<file path="src/rtl/wf_pkg.sv">
package wf_pkg;

   typedef enum logic [3:0] {
      ST_IDLE,
      ST_WMODE,
      ST_WBASE,
      ST_WSIZE,
      ST_WWAY,
      ST_RERR,
      ST_RSTAT,
      ST_WACK,
      ST_DONE,
      ST_FAIL
   } wf_state_e;

   typedef enum logic [2:0] {
      RG_MODE,
      RG_BASE,
      RG_SIZE,
      RG_WAY,
      RG_ERR,
      RG_STAT
   } wf_reg_e;

endpackage

</file>
<file path="src/rtl/wf_retry.sv">
module wf_retry #(
   parameter int unsigned MAX_RETRY = 3
) (
   input  logic clk,
   input  logic rst_n,
   input  logic clr_i,
   input  logic inc_i,
   output logic exhausted_o
);
   generate
      if (MAX_RETRY == 0) begin : g_no_retry
         assign exhausted_o = 1'b1;
      end else begin : g_counter
         localparam int unsigned CW = $clog2(MAX_RETRY + 1);
         logic [CW-1:0] cnt_q;
         always_ff @(posedge clk or negedge rst_n) begin
            if (!rst_n)     cnt_q <= '0;
            else if (clr_i) cnt_q <= '0;
            else if (inc_i) cnt_q <= cnt_q + 1'b1;
         end
         assign exhausted_o = (cnt_q == CW'(MAX_RETRY));
      end
   endgenerate
endmodule

</file>
<file path="src/rtl/wf_seq.sv">
module wf_seq
   import wf_pkg::*;
#(
   parameter int unsigned DW = 32,
   parameter logic [DW-1:0] DONE_CODE = 'h4
) (
   input  logic          clk,
   input  logic          rst_n,
   input  logic          start_i,
   input  logic          ack_i,
   input  logic [DW-1:0] rdata_i,
   input  logic          exhausted_i,
   output logic          req_vld_o,
   output logic          req_wr_o,
   output wf_reg_e       req_reg_o,
   output logic          retry_clr_o,
   output logic          retry_inc_o,
   output logic          busy_o,
   output logic          done_o,
   output logic          fail_o
);
   wf_state_e st_q, st_d;

   always_ff @(posedge clk or negedge rst_n) begin
      if (!rst_n) st_q <= ST_IDLE;
      else        st_q <= st_d;
   end

   always_comb begin
      st_d        = st_q;
      retry_clr_o = 1'b0;
      retry_inc_o = 1'b0;
      case (st_q)
         ST_IDLE:  if (start_i) begin
                      st_d        = ST_WMODE;
                      retry_clr_o = 1'b1;
                   end
         ST_WMODE: if (ack_i) st_d = ST_WBASE;
         ST_WBASE: if (ack_i) st_d = ST_WSIZE;
         ST_WSIZE: if (ack_i) st_d = ST_WWAY;
         ST_WWAY:  if (ack_i) st_d = ST_RERR;
         ST_RERR:  if (ack_i) begin
                      if (rdata_i == '0) begin
                         st_d = ST_RSTAT;
                      end else if (exhausted_i) begin
                         st_d = ST_FAIL;
                      end else begin
                         st_d        = ST_WMODE;
                         retry_inc_o = 1'b1;
                      end
                   end
         ST_RSTAT: if (ack_i && (rdata_i == DONE_CODE)) st_d = ST_WACK;
         ST_WACK:  if (ack_i) st_d = ST_DONE;
         default:  st_d = ST_IDLE;
      endcase
   end

   always_comb begin
      req_reg_o = RG_MODE;
      case (st_q)
         ST_WBASE: req_reg_o = RG_BASE;
         ST_WSIZE: req_reg_o = RG_SIZE;
         ST_WWAY:  req_reg_o = RG_WAY;
         ST_RERR:  req_reg_o = RG_ERR;
         ST_RSTAT: req_reg_o = RG_STAT;
         ST_WACK:  req_reg_o = RG_STAT;
         default:  req_reg_o = RG_MODE;
      endcase
   end

   assign req_vld_o = (st_q != ST_IDLE) && (st_q != ST_DONE) && (st_q != ST_FAIL);
   assign req_wr_o  = (st_q != ST_RERR) && (st_q != ST_RSTAT);
   assign busy_o    = req_vld_o;
   assign done_o    = (st_q == ST_DONE);
   assign fail_o    = (st_q == ST_FAIL);
endmodule

</file>
<file path="src/rtl/wf_bus_port.sv">
module wf_bus_port
   import wf_pkg::*;
#(
   parameter int unsigned AW = 32,
   parameter int unsigned DW = 32,
   parameter logic [AW-1:0] REG_MODE = 'h1000_0000,
   parameter logic [AW-1:0] REG_BASE = 'h1000_0004,
   parameter logic [AW-1:0] REG_SIZE = 'h1000_0008,
   parameter logic [AW-1:0] REG_WAY  = 'h1000_000C,
   parameter logic [AW-1:0] REG_ERR  = 'h1000_0010,
   parameter logic [AW-1:0] REG_STAT = 'h1000_0020,
   parameter logic [DW-1:0] MODE_WORD = 'h0040_8006,
   parameter logic [DW-1:0] BASE_WORD = 'h000F_8000,
   parameter logic [DW-1:0] SIZE_WORD = 'h0000_8000,
   parameter logic [DW-1:0] WAY_WORD  = 'h0000_0100
) (
   input  logic          clk,
   input  logic          rst_n,
   input  logic          req_vld_i,
   input  logic          req_wr_i,
   input  wf_reg_e       req_reg_i,
   output logic          ack_o,
   output logic          bus_valid_o,
   output logic          bus_write_o,
   output logic [AW-1:0] bus_addr_o,
   output logic [DW-1:0] bus_wdata_o,
   input  logic          bus_ready_i,
   input  logic [DW-1:0] bus_rdata_i
);
   logic [DW-1:0] rdata_q;

   always_ff @(posedge clk or negedge rst_n) begin
      if (!rst_n)                     rdata_q <= '0;
      else if (ack_o && !req_wr_i)    rdata_q <= bus_rdata_i;
   end

   always_comb begin
      bus_addr_o  = REG_MODE;
      bus_wdata_o = MODE_WORD;
      case (req_reg_i)
         RG_BASE: begin bus_addr_o = REG_BASE; bus_wdata_o = BASE_WORD; end
         RG_SIZE: begin bus_addr_o = REG_SIZE; bus_wdata_o = SIZE_WORD; end
         RG_WAY:  begin bus_addr_o = REG_WAY;  bus_wdata_o = WAY_WORD;  end
         RG_ERR:  begin bus_addr_o = REG_ERR;  bus_wdata_o = '0;        end
         RG_STAT: begin bus_addr_o = REG_STAT; bus_wdata_o = rdata_q;   end
         default: begin bus_addr_o = REG_MODE; bus_wdata_o = MODE_WORD; end
      endcase
   end

   assign bus_valid_o = req_vld_i;
   assign bus_write_o = req_wr_i;
   assign ack_o       = req_vld_i && bus_ready_i;
endmodule

</file>
<file path="src/rtl/wayfill_issuer.sv">
module wayfill_issuer
   import wf_pkg::*;
#(
   parameter int unsigned AW = 32,
   parameter int unsigned DW = 32,
   parameter logic [AW-1:0] REG_MODE  = 'h1000_0000,
   parameter logic [AW-1:0] REG_BASE  = 'h1000_0004,
   parameter logic [AW-1:0] REG_SIZE  = 'h1000_0008,
   parameter logic [AW-1:0] REG_WAY   = 'h1000_000C,
   parameter logic [AW-1:0] REG_ERR   = 'h1000_0010,
   parameter logic [AW-1:0] REG_STAT  = 'h1000_0020,
   parameter logic [DW-1:0] MODE_WORD = 'h0040_8006,
   parameter logic [AW-1:0] STACK_TOP = 'h0010_0000,
   parameter logic [AW-1:0] FILL_SIZE = 'h0000_8000,
   parameter logic [DW-1:0] WAY_MASK  = 'h0000_0100,
   parameter logic [DW-1:0] DONE_CODE = 'h0000_0004,
   parameter int unsigned   MAX_RETRY = 3
) (
   input  logic          clk,
   input  logic          rst_n,
   input  logic          start_i,
   output logic          busy_o,
   output logic          done_o,
   output logic          fail_o,
   output logic          bus_valid_o,
   output logic          bus_write_o,
   output logic [AW-1:0] bus_addr_o,
   output logic [DW-1:0] bus_wdata_o,
   input  logic          bus_ready_i,
   input  logic [DW-1:0] bus_rdata_i
);
   localparam logic [AW-1:0] FILL_BASE = STACK_TOP - FILL_SIZE;

   generate
      if (AW > DW) begin : g_bad_width
         $error("wayfill_issuer: AW must not exceed DW");
      end
      if (FILL_SIZE > STACK_TOP) begin : g_bad_range
         $error("wayfill_issuer: FILL_SIZE exceeds STACK_TOP");
      end
      if (DONE_CODE == '0) begin : g_bad_code
         $error("wayfill_issuer: DONE_CODE must be nonzero");
      end
   endgenerate

   logic    req_vld, req_wr, ack, exhausted, retry_clr, retry_inc;
   wf_reg_e req_reg;

   wf_seq #(.DW(DW), .DONE_CODE(DONE_CODE)) u_seq (
      .clk        (clk),
      .rst_n      (rst_n),
      .start_i    (start_i),
      .ack_i      (ack),
      .rdata_i    (bus_rdata_i),
      .exhausted_i(exhausted),
      .req_vld_o  (req_vld),
      .req_wr_o   (req_wr),
      .req_reg_o  (req_reg),
      .retry_clr_o(retry_clr),
      .retry_inc_o(retry_inc),
      .busy_o     (busy_o),
      .done_o     (done_o),
      .fail_o     (fail_o)
   );

   wf_retry #(.MAX_RETRY(MAX_RETRY)) u_retry (
      .clk        (clk),
      .rst_n      (rst_n),
      .clr_i      (retry_clr),
      .inc_i      (retry_inc),
      .exhausted_o(exhausted)
   );

   wf_bus_port #(
      .AW(AW), .DW(DW),
      .REG_MODE(REG_MODE), .REG_BASE(REG_BASE), .REG_SIZE(REG_SIZE),
      .REG_WAY(REG_WAY), .REG_ERR(REG_ERR), .REG_STAT(REG_STAT),
      .MODE_WORD(MODE_WORD),
      .BASE_WORD(DW'(FILL_BASE)),
      .SIZE_WORD(DW'(FILL_SIZE)),
      .WAY_WORD(WAY_MASK)
   ) u_port (
      .clk        (clk),
      .rst_n      (rst_n),
      .req_vld_i  (req_vld),
      .req_wr_i   (req_wr),
      .req_reg_i  (req_reg),
      .ack_o      (ack),
      .bus_valid_o(bus_valid_o),
      .bus_write_o(bus_write_o),
      .bus_addr_o (bus_addr_o),
      .bus_wdata_o(bus_wdata_o),
      .bus_ready_i(bus_ready_i),
      .bus_rdata_i(bus_rdata_i)
   );
endmodule

</file>
<file path="config.mk">
export PLATFORM = sky130hd
export DESIGN_NAME = wayfill_issuer
export DESIGN_NICKNAME = d
export VERILOG_FILES = /design/src/rtl/wf_pkg.sv /design/src/rtl/wf_retry.sv /design/src/rtl/wf_seq.sv /design/src/rtl/wf_bus_port.sv /design/src/rtl/wayfill_issuer.sv
export SDC_FILE = /design/constraint.sdc
export NUM_CORES = 1
export LEC_CHECK = 0
export BUFFER_PORTS_ARGS = -buffer_cell sky130_fd_sc_hd__buf_2
export CORE_MARGIN = 2
export CORE_UTILIZATION = 35
export CTS_BUF_LIST = sky130_fd_sc_hd__clkbuf_4 sky130_fd_sc_hd__clkbuf_8 sky130_fd_sc_hd__clkbuf_16
export DETAILED_ROUTE_END_ITERATION = 12
export PLACE_DENSITY = 0.64
export SLEW_MARGIN = 25
export SYNTH_ARGS = -nofsm -noshare
export SYNTH_HDL_FRONTEND = slang
export SYNTH_HIERARCHICAL = 1
export SYNTH_SLANG_ARGS = --single-unit
</file>
<file path="constraint.sdc">
create_clock -name clk -period 1.87 [get_ports clk]
set_input_delay 0.374 -clock clk [delete_from_list [all_inputs] [get_ports clk]]
set_output_delay 0.374 -clock clk [all_outputs]
set_load 0.01 [all_outputs]
</file>
==> run summary, run 1 <==
The via count of the first global-routing pass came out at 1833. The final routed wirelength across all metal layers came out at 6.340 mm. The power density over cell area came out at roughly 1600 mW/mm2. The placed cell area came out at about 0.0030 mm2. Setup repair after global routing could not meet its margin everywhere. The core area came out at roughly 0.0068 mm2. After clock tree synthesis, the clock-pin slew on the worst setup and hold paths is 0.08 ns. Setup violations remaining at the end of the flow were counted as 70. The H-tree was split into 2 levels.

The synthesis-to-layout area growth came out at 45.16%. The smallest hold slack is around 0.13 ns. After synthesis, the share of flip-flops with an asynchronous set or reset is 100.0%. The biggest area contributor in the post-synthesis netlist is sky130_fd_sc_hd__dfrtp_1. The fraction of final layout cells with drive strength greater than 1 is 61.79%.

At the end of the flow, the number of nets in the layout was 371. The average instance in the mapped netlist occupies between 10 and 15 um2. The starting utilization of the core area is 36.17%. The full die area is 0.007748 mm2.

The critical path data arrival time came out at about 1.9 ns. The vertical extent of the die is between 80 and 90 um. The count of antenna diodes in the layout came out at 0. The total iterations of the first detailed-routing run is 6. The final reports fail on negative setup slack. IR analysis of the VDD net gives a maximum drop of 0.6097 mV. The flow ran to the end, but the final reports show violations. The number of clock sinks came out at 38. The sequential-to-total area share from yosys stat is about 38%. The floorplan row count came out at 30.

In the post-synthesis netlist, the biggest area contributors are sky130_fd_sc_hd__dfrtp_1 (38%), sky130_fd_sc_hd__mux2_4 (18%), sky130_fd_sc_hd__buf_4 (9.7%), sky130_fd_sc_hd__and2_1 (6.1%), sky130_fd_sc_hd__buf_6 (2.3%). The number of violations of the max-capacitance limit came out at 0. TritonCTS created 5 clock buffers. The leakage dissipation is roughly 0.0019 uW. Global routing used approximately 15% of the available tracks across all layers. The data required time of the worst path is 1.50 ns. The longest clock path from root to sink contains 2 buffers.

The post-route DRC violation count is 0. After detailed routing, the average wire length per cell comes to roughly 15 um. The mean number of vias per cell is ~4.6. The total of flip-flops plus latches after synthesis is 38. The number of warning messages in the yosys log came out at 6. The number of nets still failing antenna checks after routing is 0.

Counting every instance in the synthesized netlist gives roughly 230. Counting I/O delays and the setup requirement, the final critical path takes approximately 2.3 ns. The area share of the leading cell type in the synthesized netlist came out at between 30% and 40%. The root buffer cell chosen for the clock tree is sky130_fd_sc_hd__clkbuf_8. At the placement stage, the worst setup path has a slack of -0.1407 ns. The count of pins on the block boundary came out at about 110. The wire length of the first global-routing pass is about 9 mm. The startpoint class of the critical path is a flip-flop. The maximum operating frequency is roughly 440 MHz. The width of the die is 88.03 um. The clock insertion delay at the later pin of the skew report came out at 0.29 ns. In this run the worst path has a maximum fanout of 7. Among all cell types in the netlist, the one instantiated most often is sky130_fd_sc_hd__dfrtp_1. In this run, post-CTS hold repair placed 0 buffers. The setup path with the least slack is of type flip-flop to output pin. The design area is 0.003587 mm2. The violation count after the first detailed-routing iteration came out at around 70. In the synthesized netlist the dominant register cell turns out to be sky130_fd_sc_hd__dfrtp_1. The number of distinct library cells after synthesis came out at between 40 and 50. The clock skew after layout came out at between 0.007 and 0.008 ns. The clock tree from TritonCTS is yes. The routed via count came out at 1970.

STA classifies the critical path endpoint as an output pin. The final worst slack came out at -0.4112 ns. The mapped netlist covers ~0.0025 mm2. The commonest cells after synthesis are sky130_fd_sc_hd__dfrtp_1 (38), sky130_fd_sc_hd__buf_4 (32), sky130_fd_sc_hd__mux2_4 (30). The synthesized design contains 0 enable-type register cells. The half-perimeter wire length after placement came out at 4.034 mm.

The quantity of I/O buffers inserted on ports came out at 76. The maximum number of pins on one net before global-route repair is 39. The number of antenna violations at the first check in global routing was 0. The count of pins over their slew limit was 0.

Global routing finished with a remaining overflow of 0. The type of the most critical hold path is primary input to asynchronous set/reset pin. The global placement routability congestion came out at 0.8924. The number of endpoints with negative hold slack in the final report is 0. The share of the cycle needed by the critical path after routing came out at 122.0%.
[critical path, cell delays in order, from the launching register on]
cell and delay, ns:
sky130_fd_sc_hd__dfrtp_2 0.45, sky130_fd_sc_hd__buf_12 0.15, sky130_fd_sc_hd__nand2b_4 0.07, sky130_fd_sc_hd__nor2_2 0.04
sky130_fd_sc_hd__a21oi_2 0.11, sky130_fd_sc_hd__nor2_2 0.07, sky130_fd_sc_hd__buf_6 0.14, sky130_fd_sc_hd__or3_4 0.36
sky130_fd_sc_hd__o21ai_2 0.08, sky130_fd_sc_hd__buf_2 0.15
[cells in the final DEF (no fill, tap or decap), types with 3 or more instances in the layout]
master / count
sky130_fd_sc_hd__a21oi_2: 5
sky130_fd_sc_hd__nor4_2: 4
sky130_fd_sc_hd__nor4_1: 3
sky130_fd_sc_hd__nand2_1: 3
sky130_fd_sc_hd__and2_1: 14
sky130_fd_sc_hd__nor2_2: 3
sky130_fd_sc_hd__nand2b_4: 3
sky130_fd_sc_hd__and2_4: 10
sky130_fd_sc_hd__buf_4: 27
sky130_fd_sc_hd__inv_1: 5
sky130_fd_sc_hd__nor2_1: 5
sky130_fd_sc_hd__o21ai_2: 3
sky130_fd_sc_hd__a21oi_1: 6
sky130_fd_sc_hd__buf_6: 20
sky130_fd_sc_hd__mux2_4: 32
sky130_fd_sc_hd__nor3_1: 3
sky130_fd_sc_hd__clkbuf_8: 5
sky130_fd_sc_hd__nor2b_4: 3
sky130_fd_sc_hd__buf_2: 65
sky130_fd_sc_hd__dfrtp_1: 36
sky130_fd_sc_hd__conb_1: 28
[report_power, final]
part | internal, uW | switching (uW)
sequential | 1210 | 246
clock | 535 | 304
combinational | 1910 | 1450
[per-layer routing]
layer	track usage [%]	up-vias	routed length, um
met4	3.168	0	36
met1	20.73	944	2923
met3	3.110	5	395
met2	24.52	81	2986
met5	0	-	0
li1	-	940	-
[through the flow]
step           power (uW)  setup TNS, ns  cells  utilization [%]
2_1_floorplan        3151        -0.3900    252                -
4_1_cts              5530         -12.89    430            51.10
6_report             5647         -18.76    431            52.51
3_5_place_dp         3948         -3.905    409            44.03
5_1_grt              5999         -23.96    431            52.51
3_3_place_gp         3916         -2.762    409            44.03
[flip-flops by register name (all words and copies together), names as in the netlist]
name / count
u_seq/st_q: 4
u_retry/g_counter.cnt_q: 2
u_port/rdata_q: 32
[cell families (layout without fill, tap and decap cells)]
logic type                 after synthesis  in the layout  share of synthesized area, %
muxes                                   33             33                         19.54
DFF                                     38             38                         38.48
other                                    2             28                        0.3039
xor gates and xnor gates                 1              1                        0.3545
and+or+nand+nor                         70             71                         17.98
AOI/OAI and AO/OA                       31             31                         8.658
buffers and inverters                   50            132                         14.18
adders and majority gates                1              1                        0.5062
[layout make-up]
| class | count | area, um2 |
|---|---|---|
| tap | 96 | 120.1 |
| timing repair buffer | 117 | 870.8 |
| inverter | 7 | 28.78 |
| clock buffer | 5 | 68.82 |
| fill | 623 | 3244 |
| clock inverter | 3 | 68.82 |
| multi-input combinational | 165 | 1476 |
| sequential | 38 | 953.4 |
[worst paths after layout]
path	end	slack, ns	depth (start not counted)	start
worst max register to register	u_port/rdata_q[22]	-0.21	8	u_seq/st_q[1]
worst min register to register	u_port/rdata_q[20]	0.51	1	u_port/rdata_q[20]
min in group clk	u_port/rdata_q[29]	0.33	2	bus_rdata_i[29]
worst max-delay path	bus_wdata_o[1]	-0.41	9	u_seq/st_q[2]
worst min-delay path	u_port/rdata_q[24]	0.13	2	rst_n
max in group asynchronous	u_seq/st_q[1]	1.38	2	rst_n
[what timing repair did]
item | 4_1_cts | 5_1_grt
pin swaps | 7 | 6
endpoints found under the setup margin | 36 | 79
setup buffers | 12 | 2
gates cloned | 1 | 3
resized for setup | 57 | 11
(Power assumes the default switching activity.)
==> run 2: changes to the inputs <==
CORE_ASPECT_RATIO = 0.6   (was not set)
==> run summary, run 2 (synthesis gave the netlist of run 1 again) <==
The setup TNS after final layout was -10.55 ns (was -18.76 ns). The half-perimeter wire length after placement was 4.569 mm (was 4.034 mm). The post-route DRC violation count came out at 0 (unchanged). The clock-pin slew reported for the worst setup and hold paths after clock tree synthesis was 0.05 ns (was 0.08 ns). The global placement routability congestion came out at 0.9771 (was 0.8924). The core area is 0.006763 mm2 (was 0.006832 mm2). Ordered cell list for the critical path: buf_6 > nor2b_4 > a21oi_2 > nor2_4 > buf_6 > and3b_1 > o21a_1 > buf_2 (was buf_12 > nand2b_4 > nor2_2 > a21oi_2 > nor2_2 > buf_6 > or3_4 > o21ai_2 > buf_2).

The mean number of vias per cell came out at 4.668 (was 4.571). Run status: finished with violations (unchanged). The type of the most critical hold path is primary input to asynchronous set/reset pin (unchanged).

The synthesis-to-layout area growth is 48.30% (was 45.16%). The data required time of the worst path is 1.50 ns (about the same). The register-to-register path setup slack came out at 0.02 ns (was -0.21 ns). The number of clock sinks is 38 (unchanged). The cell type of the slowest stage on the worst timing path is sky130_fd_sc_hd__dfrtp_2 (unchanged). The maximum number of pins on one net before global-route repair was 39 (unchanged). The register bank with the most flops is u_port/rdata_q (unchanged). The power consumption is 5584 uW (was 5647 uW). The clock tree from TritonCTS is yes (unchanged). The count of pins over their slew limit came out at 0 (unchanged). The total congestion overflow is 0 (unchanged).

The startpoint class of the critical path is a flip-flop (unchanged). The setup violation total in the final timing report is 36 (was 70). The vertical extent of the die came out at 69.09 um (was 88.03 um).

Largest registers: u_port/rdata_q x32, u_seq/st_q x4, u_retry/g_counter.cnt_q x2 (unchanged). The type of element capturing the critical path is an output pin (unchanged). The clock insertion delay at the later pin of the skew report came out at 0.28 ns (was 0.29 ns). The critical path data arrival time came out at 1.87 ns (was 1.91 ns). The critical path buffer and inverter count was 3 (unchanged).

The share of the cycle needed by the critical path after routing came out at 119.9% (was 122.0%). The worst-margin pin slew is approximately 0.50 ns. The power density over cell area came out at 1524 mW/mm2 (was 1574 mW/mm2). RSZ-0062 raised after global routing: yes (unchanged). The maximum vdd ir drop is 0.6168 mV (was 0.6097 mV). The filler cell count is 583 (was 623). Commonest non-fill, non-tap cells in the layout: sky130_fd_sc_hd__buf_2 (54), sky130_fd_sc_hd__buf_4 (39), sky130_fd_sc_hd__dfrtp_1 (36) (was sky130_fd_sc_hd__buf_2 (65), sky130_fd_sc_hd__dfrtp_1 (36), sky130_fd_sc_hd__mux2_4 (32)).

The total routing usage reported by global routing came to 16.38% (was 15.01%). The placed cell area came out at 0.003099 mm2 (was 0.003008 mm2). The number of nets in the layout came to 381 (was 371). The violation count after the first detailed-routing iteration came out at 84 (was 68). The leading cell type in the layout, fill and taps excluded was sky130_fd_sc_hd__buf_2 (unchanged). The count of antenna diodes in the layout came out at 0 (unchanged).

The top fanout value on the critical path came out at 7 (unchanged). The number of H-tree levels came out at 2 (unchanged). The width of the die is 112.5 um (was 88.03 um).

The root buffer cell is sky130_fd_sc_hd__clkbuf_16 (was sky130_fd_sc_hd__clkbuf_8). The type of the worst setup path is flip-flop to output pin (unchanged). The average wire per cell in the routed design came out at 15.76 um (was 14.71 um). The wire length of the first global-routing pass is 9.818 mm (was 9.011 mm). The number of nets still failing antenna checks after routing came out at 0 (unchanged). The leakage dissipation came out at 0.001908 uW (was 0.001880 uW). The number of antenna violations at the first check in global routing is 0 (unchanged).

The total CTS buffers is 5 (unchanged). The kind of cell adding the most delay to the critical path is flip-flops (was simple AND/OR/NAND/NOR gates). The fraction of final layout cells with drive strength greater than 1 is 64.83% (was 61.79%). The via count of the first global-routing pass is 1827 (was 1833). The count of pins on the block boundary came to 105 (unchanged). The clock skew after layout is 0.005319 ns (was 0.007414 ns). The final routed wirelength across all metal layers was 6.793 mm (was 6.340 mm). The post-placement worst setup slack is -0.1902 ns (was -0.1407 ns). The total iterations of the first detailed-routing run came out at 4 (was 6). The maximum clock path buffer count came out at 2 (unchanged).

The quantity of I/O buffers inserted on ports came out at 76 (unchanged). The floorplan row count came out at 23 (was 30). The design area came to 0.003665 mm2 (was 0.003587 mm2). The worst pin sits at a relative slew slack of 66.53%. The number of endpoints with negative hold slack in the final report is 0 (unchanged). The routed via count came out at 2012 (was 1970). The maximum operating frequency is 445.8 MHz (was 438.4 MHz).

The maximum single-stage delay on the critical path came out at 0.46 ns (was 0.45 ns). The utilization after layout is 54.19% (was 52.51%). The time the final worst path needs with I/O delays and setup is 2.243 ns (was 2.281 ns).

The starting utilization of the core area came to 36.54% (was 36.17%). The number of flip-flops in the largest register is 32 (unchanged). Failing checks: negative setup slack (unchanged). The full die area came out at 0.007770 mm2 (was 0.007748 mm2). The most numerous cell on the critical path is sky130_fd_sc_hd__buf_6 (was sky130_fd_sc_hd__nor2_2). The final worst slack came out at -0.3730 ns (was -0.4112 ns). The number of violations of the max-capacitance limit is 0 (unchanged).
==> run 2: cell type report <==
class / instances / area (um2) / area share (%)
sequential: 38 / 953.4 / 26.02
timing repair buffer: 125 / 949.7 / 25.91
clock inverter: 2 / 10.01 / 0.2731
tap: 87 / 108.9 / 2.970
inverter: 7 / 26.28 / 0.7170
multi-input combinational: 167 / 1491 / 40.70
clock buffer: 5 / 125.1 / 3.414
==> run 2: power breakdown <==
| part | switching (uW) | total [uW] | leakage (uW) | internal, uW |
|---|---|---|---|---|
| Clock | 316 | 798 | 0.0000694 | 481 |
| Sequential | 274 | 1490 | 0.000467 | 1210 |
| Combinational | 1440 | 3300 | 0.00137 | 1860 |
| Total | 2030 | 5580 | 0.00191 | 3550 |
==> run 2: path summary, 6_finish.rpt <==
path	start	end	depth (start not counted)
max	u_seq/st_q[2]	bus_wdata_o[8]	8
min reg2reg	u_port/rdata_q[6]	u_port/rdata_q[6]	1
min in group clk	bus_rdata_i[28]	u_port/rdata_q[28]	2
max reg2reg	u_seq/st_q[0]	u_seq/st_q[0]	8
min	rst_n	u_port/rdata_q[16]	2
max in group asynchronous	rst_n	u_seq/st_q[2]	2
==> run 2: through the flow <==
step	std cells	hold WS [ns]
after floorplan	252	0.07841
after global placement	412	0.4566
after detailed placement	412	0.4620
after CTS	426	0.1691
after global routing	431	0.1965
final	431	0.1445
==> run 2: layer usage <==
metal | GRT usage [%] | share of wire [%] | vias to the layer above
met5 | 0 | 0 | -
met2 | 22.02 | 43 | 69
li1 | - | - | 957
met4 | 2.846 | 0.49 | 0
met1 | 25.77 | 50 | 982
met3 | 4.925 | 6.8 | 4
==> run 2: timing repair <==
item,4_1_cts,5_1_grt
buffers inserted,4,5
pin swaps,26,13
endpoints found under the setup margin,36,68
gates cloned,3,0
gates resized for setup,45,34
hold buffers,0,0
==> run 3: changes to the inputs <==
CORE_ASPECT_RATIO = 0.8   (was 0.6)
==> run summary, run 3 (synthesis gave the netlist of run 1 again) <==
The count of pins over their slew limit came out at 0 (unchanged). The type of the most critical hold path is primary input to asynchronous set/reset pin (unchanged). The setup violation total in the final timing report was 74 (was 36).

The leakage dissipation came to 0.001917 uW (was 0.001908 uW). The number of H-tree levels came out at 2 (unchanged). The data required time of the worst path came out at 1.50 ns (about the same).

The root buffer cell is sky130_fd_sc_hd__clkbuf_8 (was sky130_fd_sc_hd__clkbuf_16). The final routed wirelength across all metal layers came out at 6.590 mm (was 6.793 mm). The wire length of the first global-routing pass is 9.473 mm (was 9.818 mm). RSZ-0062 raised after global routing: yes (unchanged). Largest registers: u_port/rdata_q x32, u_seq/st_q x4, u_retry/g_counter.cnt_q x2 (unchanged).

The number of violations of the max-capacitance limit was 0 (unchanged). The vertical extent of the die came out at 79.16 um (was 69.09 um). The cell type of the slowest stage on the worst timing path is sky130_fd_sc_hd__dfrtp_2 (unchanged). The clock-pin slew reported for the worst setup and hold paths after clock tree synthesis is 0.07 ns (was 0.05 ns). The number of nets in the layout came out at 381 (unchanged). The synthesis-to-layout area growth is 49.11% (was 48.30%). The core area is 0.006858 mm2 (was 0.006763 mm2). The floorplan row count came out at 27 (was 23). The clock tree from TritonCTS is yes (unchanged). The startpoint class of the critical path was a flip-flop (unchanged). The time the final worst path needs with I/O delays and setup came to 2.288 ns (was 2.243 ns). The final worst slack came to -0.4177 ns (was -0.3730 ns). The total congestion overflow is 0 (unchanged). Commonest non-fill, non-tap cells in the layout: sky130_fd_sc_hd__buf_2 (57), sky130_fd_sc_hd__dfrtp_1 (36), sky130_fd_sc_hd__buf_6 (35) (was sky130_fd_sc_hd__buf_2 (54), sky130_fd_sc_hd__buf_4 (39), sky130_fd_sc_hd__dfrtp_1 (36)). The full die area came out at 0.007753 mm2 (was 0.007770 mm2). The maximum operating frequency is 437.1 MHz (was 445.8 MHz). The starting utilization of the core area came out at 36.03% (was 36.54%). The half-perimeter wire length after placement came out at 4.239 mm (was 4.569 mm). The power density over cell area is 1522 mW/mm2 (was 1524 mW/mm2).

The critical path data arrival time was 1.91 ns (was 1.87 ns). The number of flip-flops in the largest register came to 32 (unchanged). The count of antenna diodes in the layout is 0 (unchanged). Ordered cell list for the critical path: buf_6 > nand2b_4 > nor2_2 > a21oi_2 > nor2_4 > buf_6 > or3_4 > o21ai_2 > buf_2 (was buf_6 > nor2b_4 > a21oi_2 > nor2_4 > buf_6 > and3b_1 > o21a_1 > buf_2). The total CTS buffers came out at 5 (unchanged). The post-route DRC violation count is 0 (unchanged). The global placement routability congestion was 0.7827 (was 0.9771). The violation count after the first detailed-routing iteration came to 53 (was 84). The mean number of vias per cell came to 4.745 (was 4.668). The clock insertion delay at the later pin of the skew report was 0.29 ns (was 0.28 ns). The smallest hold slack is 0.1322 ns (was 0.1445 ns). The via count of the first global-routing pass came out at 1801 (was 1827).

The number of nets still failing antenna checks after routing is 0 (unchanged). The total iterations of the first detailed-routing run came out at 4 (unchanged). Run status: finished with violations (unchanged).

The clock skew after layout came to 0.006910 ns (was 0.005319 ns). The maximum number of pins on one net before global-route repair is 39 (unchanged). The register bank with the most flops is u_port/rdata_q (unchanged). The width of the die came out at 97.95 um (was 112.5 um).

The quantity of I/O buffers inserted on ports is 76 (unchanged). The top fanout value on the critical path came out at 6 (was 7). The most numerous cell on the critical path is sky130_fd_sc_hd__buf_6 (unchanged). The maximum single-stage delay on the critical path came to 0.46 ns (about the same). The maximum vdd ir drop came out at 0.8402 mV (was 0.6168 mV). The share of the cycle needed by the critical path after routing is 122.3% (was 119.9%). The average wire per cell in the routed design came to 15.29 um (was 15.76 um).

The number of endpoints with negative hold slack in the final report is 0 (unchanged). The type of element capturing the critical path is an output pin (unchanged). The leading cell type in the layout, fill and taps excluded is sky130_fd_sc_hd__buf_2 (unchanged). The total routing usage reported by global routing is 15.56% (was 16.38%). The number of placed cells counting well taps is 404 (was 412). The number of clock sinks came out at 38 (unchanged). The count of pins on the block boundary came to 105 (unchanged).

The number of antenna violations at the first check in global routing came out at 0 (unchanged). The routed via count came out at 2045 (was 2012). The maximum clock path buffer count is 2 (unchanged). The number of non-filler instances in the completed layout is 431 (unchanged). Failing checks: negative setup slack (unchanged).

The type of the worst setup path is flip-flop to output pin (unchanged). The fraction of final layout cells with drive strength greater than 1 is 64.24% (was 64.83%).
[run 3: cell count changes in the layout (fill, tap and decap cells not counted), moves of 3 or more]
cell,before,now
sky130_fd_sc_hd__clkbuf_16,5,2
sky130_fd_sc_hd__buf_2,54,57
sky130_fd_sc_hd__and2_4,22,16
sky130_fd_sc_hd__buf_6,29,35
sky130_fd_sc_hd__a21oi_1,4,9
sky130_fd_sc_hd__o21ai_1,3,0
sky130_fd_sc_hd__and2_1,2,8
sky130_fd_sc_hd__buf_4,39,29
sky130_fd_sc_hd__clkbuf_8,0,6
sky130_fd_sc_hd__a21oi_2,7,2
[run 3: cell type report]
type	instances	area, um2
Clock buffer	6	82.58
Clock inverter	1	30.03
Fill cell	614	3173
Inverter	7	26.28
Multi-Input combinational cell	167	1496
Sequential cell	38	953.4
Tap cell	87	108.9
Timing Repair Buffer	125	987.2
[run 3: final timing paths]
path	end	cells after the start	from	slack, ns
min reg2reg	u_port/rdata_q[24]	1	u_port/rdata_q[24]	0.51
max in group asynchronous	u_seq/st_q[1]	2	rst_n	1.38
min	u_port/rdata_q[31]	2	rst_n	0.13
max	bus_wdata_o[2]	9	u_seq/st_q[2]	-0.42
max reg2reg	u_seq/st_q[2]	11	u_seq/st_q[2]	-0.17
min in group clk	u_port/rdata_q[4]	2	bus_rdata_i[4]	0.34
[run 3: worst max-delay path, delay by kind of cell (launching register included)]
kind	cells	cell delay, ns
flip-flops	1	0.46
buffers and inverters	3	0.41
AO/OA/AOI/OAI	2	0.22
AND/OR/NAND/NOR	4	0.55
[run 3: report_power, final]
part | leakage, uW | switching [uW] | internal (uW)
registers | 0.000467 | 256 | 1210
logic | 0.00139 | 1460 | 1960
clock network | 0.0000573 | 290 | 427
[run 3: per-stage QoR]
step	worst slack [ns]	setup TNS [ns]	instance area [um2]	power (uW)	utilization (%)
floorplan	-0.01825	-0.3900	2616	3151	-
global placement	-0.1943	-2.636	3039	3914	44.32
detailed placement	-0.1256	-3.387	3039	3940	44.32
CTS	-0.3629	-13.02	3403	5259	49.63
global route	-0.4817	-19.96	3685	5920	53.73
finish	-0.4177	-15.09	3685	5607	53.73
[run 3: timing repair]
item,4_1_cts,5_1_grt
cloned,2,3
resized for setup,44,41
pin swaps,7,26
setup endpoints to repair,36,75
buffers inserted,10,5
hold buffers,0,0
[run 3: layer usage]
metal	GRT usage, %	wire [um]	vias to the layer above
met3	4.313	414	7
li1	-	-	956
met5	0	0	-
met1	21.68	3009	1012
met4	2.222	35	0
met2	24.79	3131	70
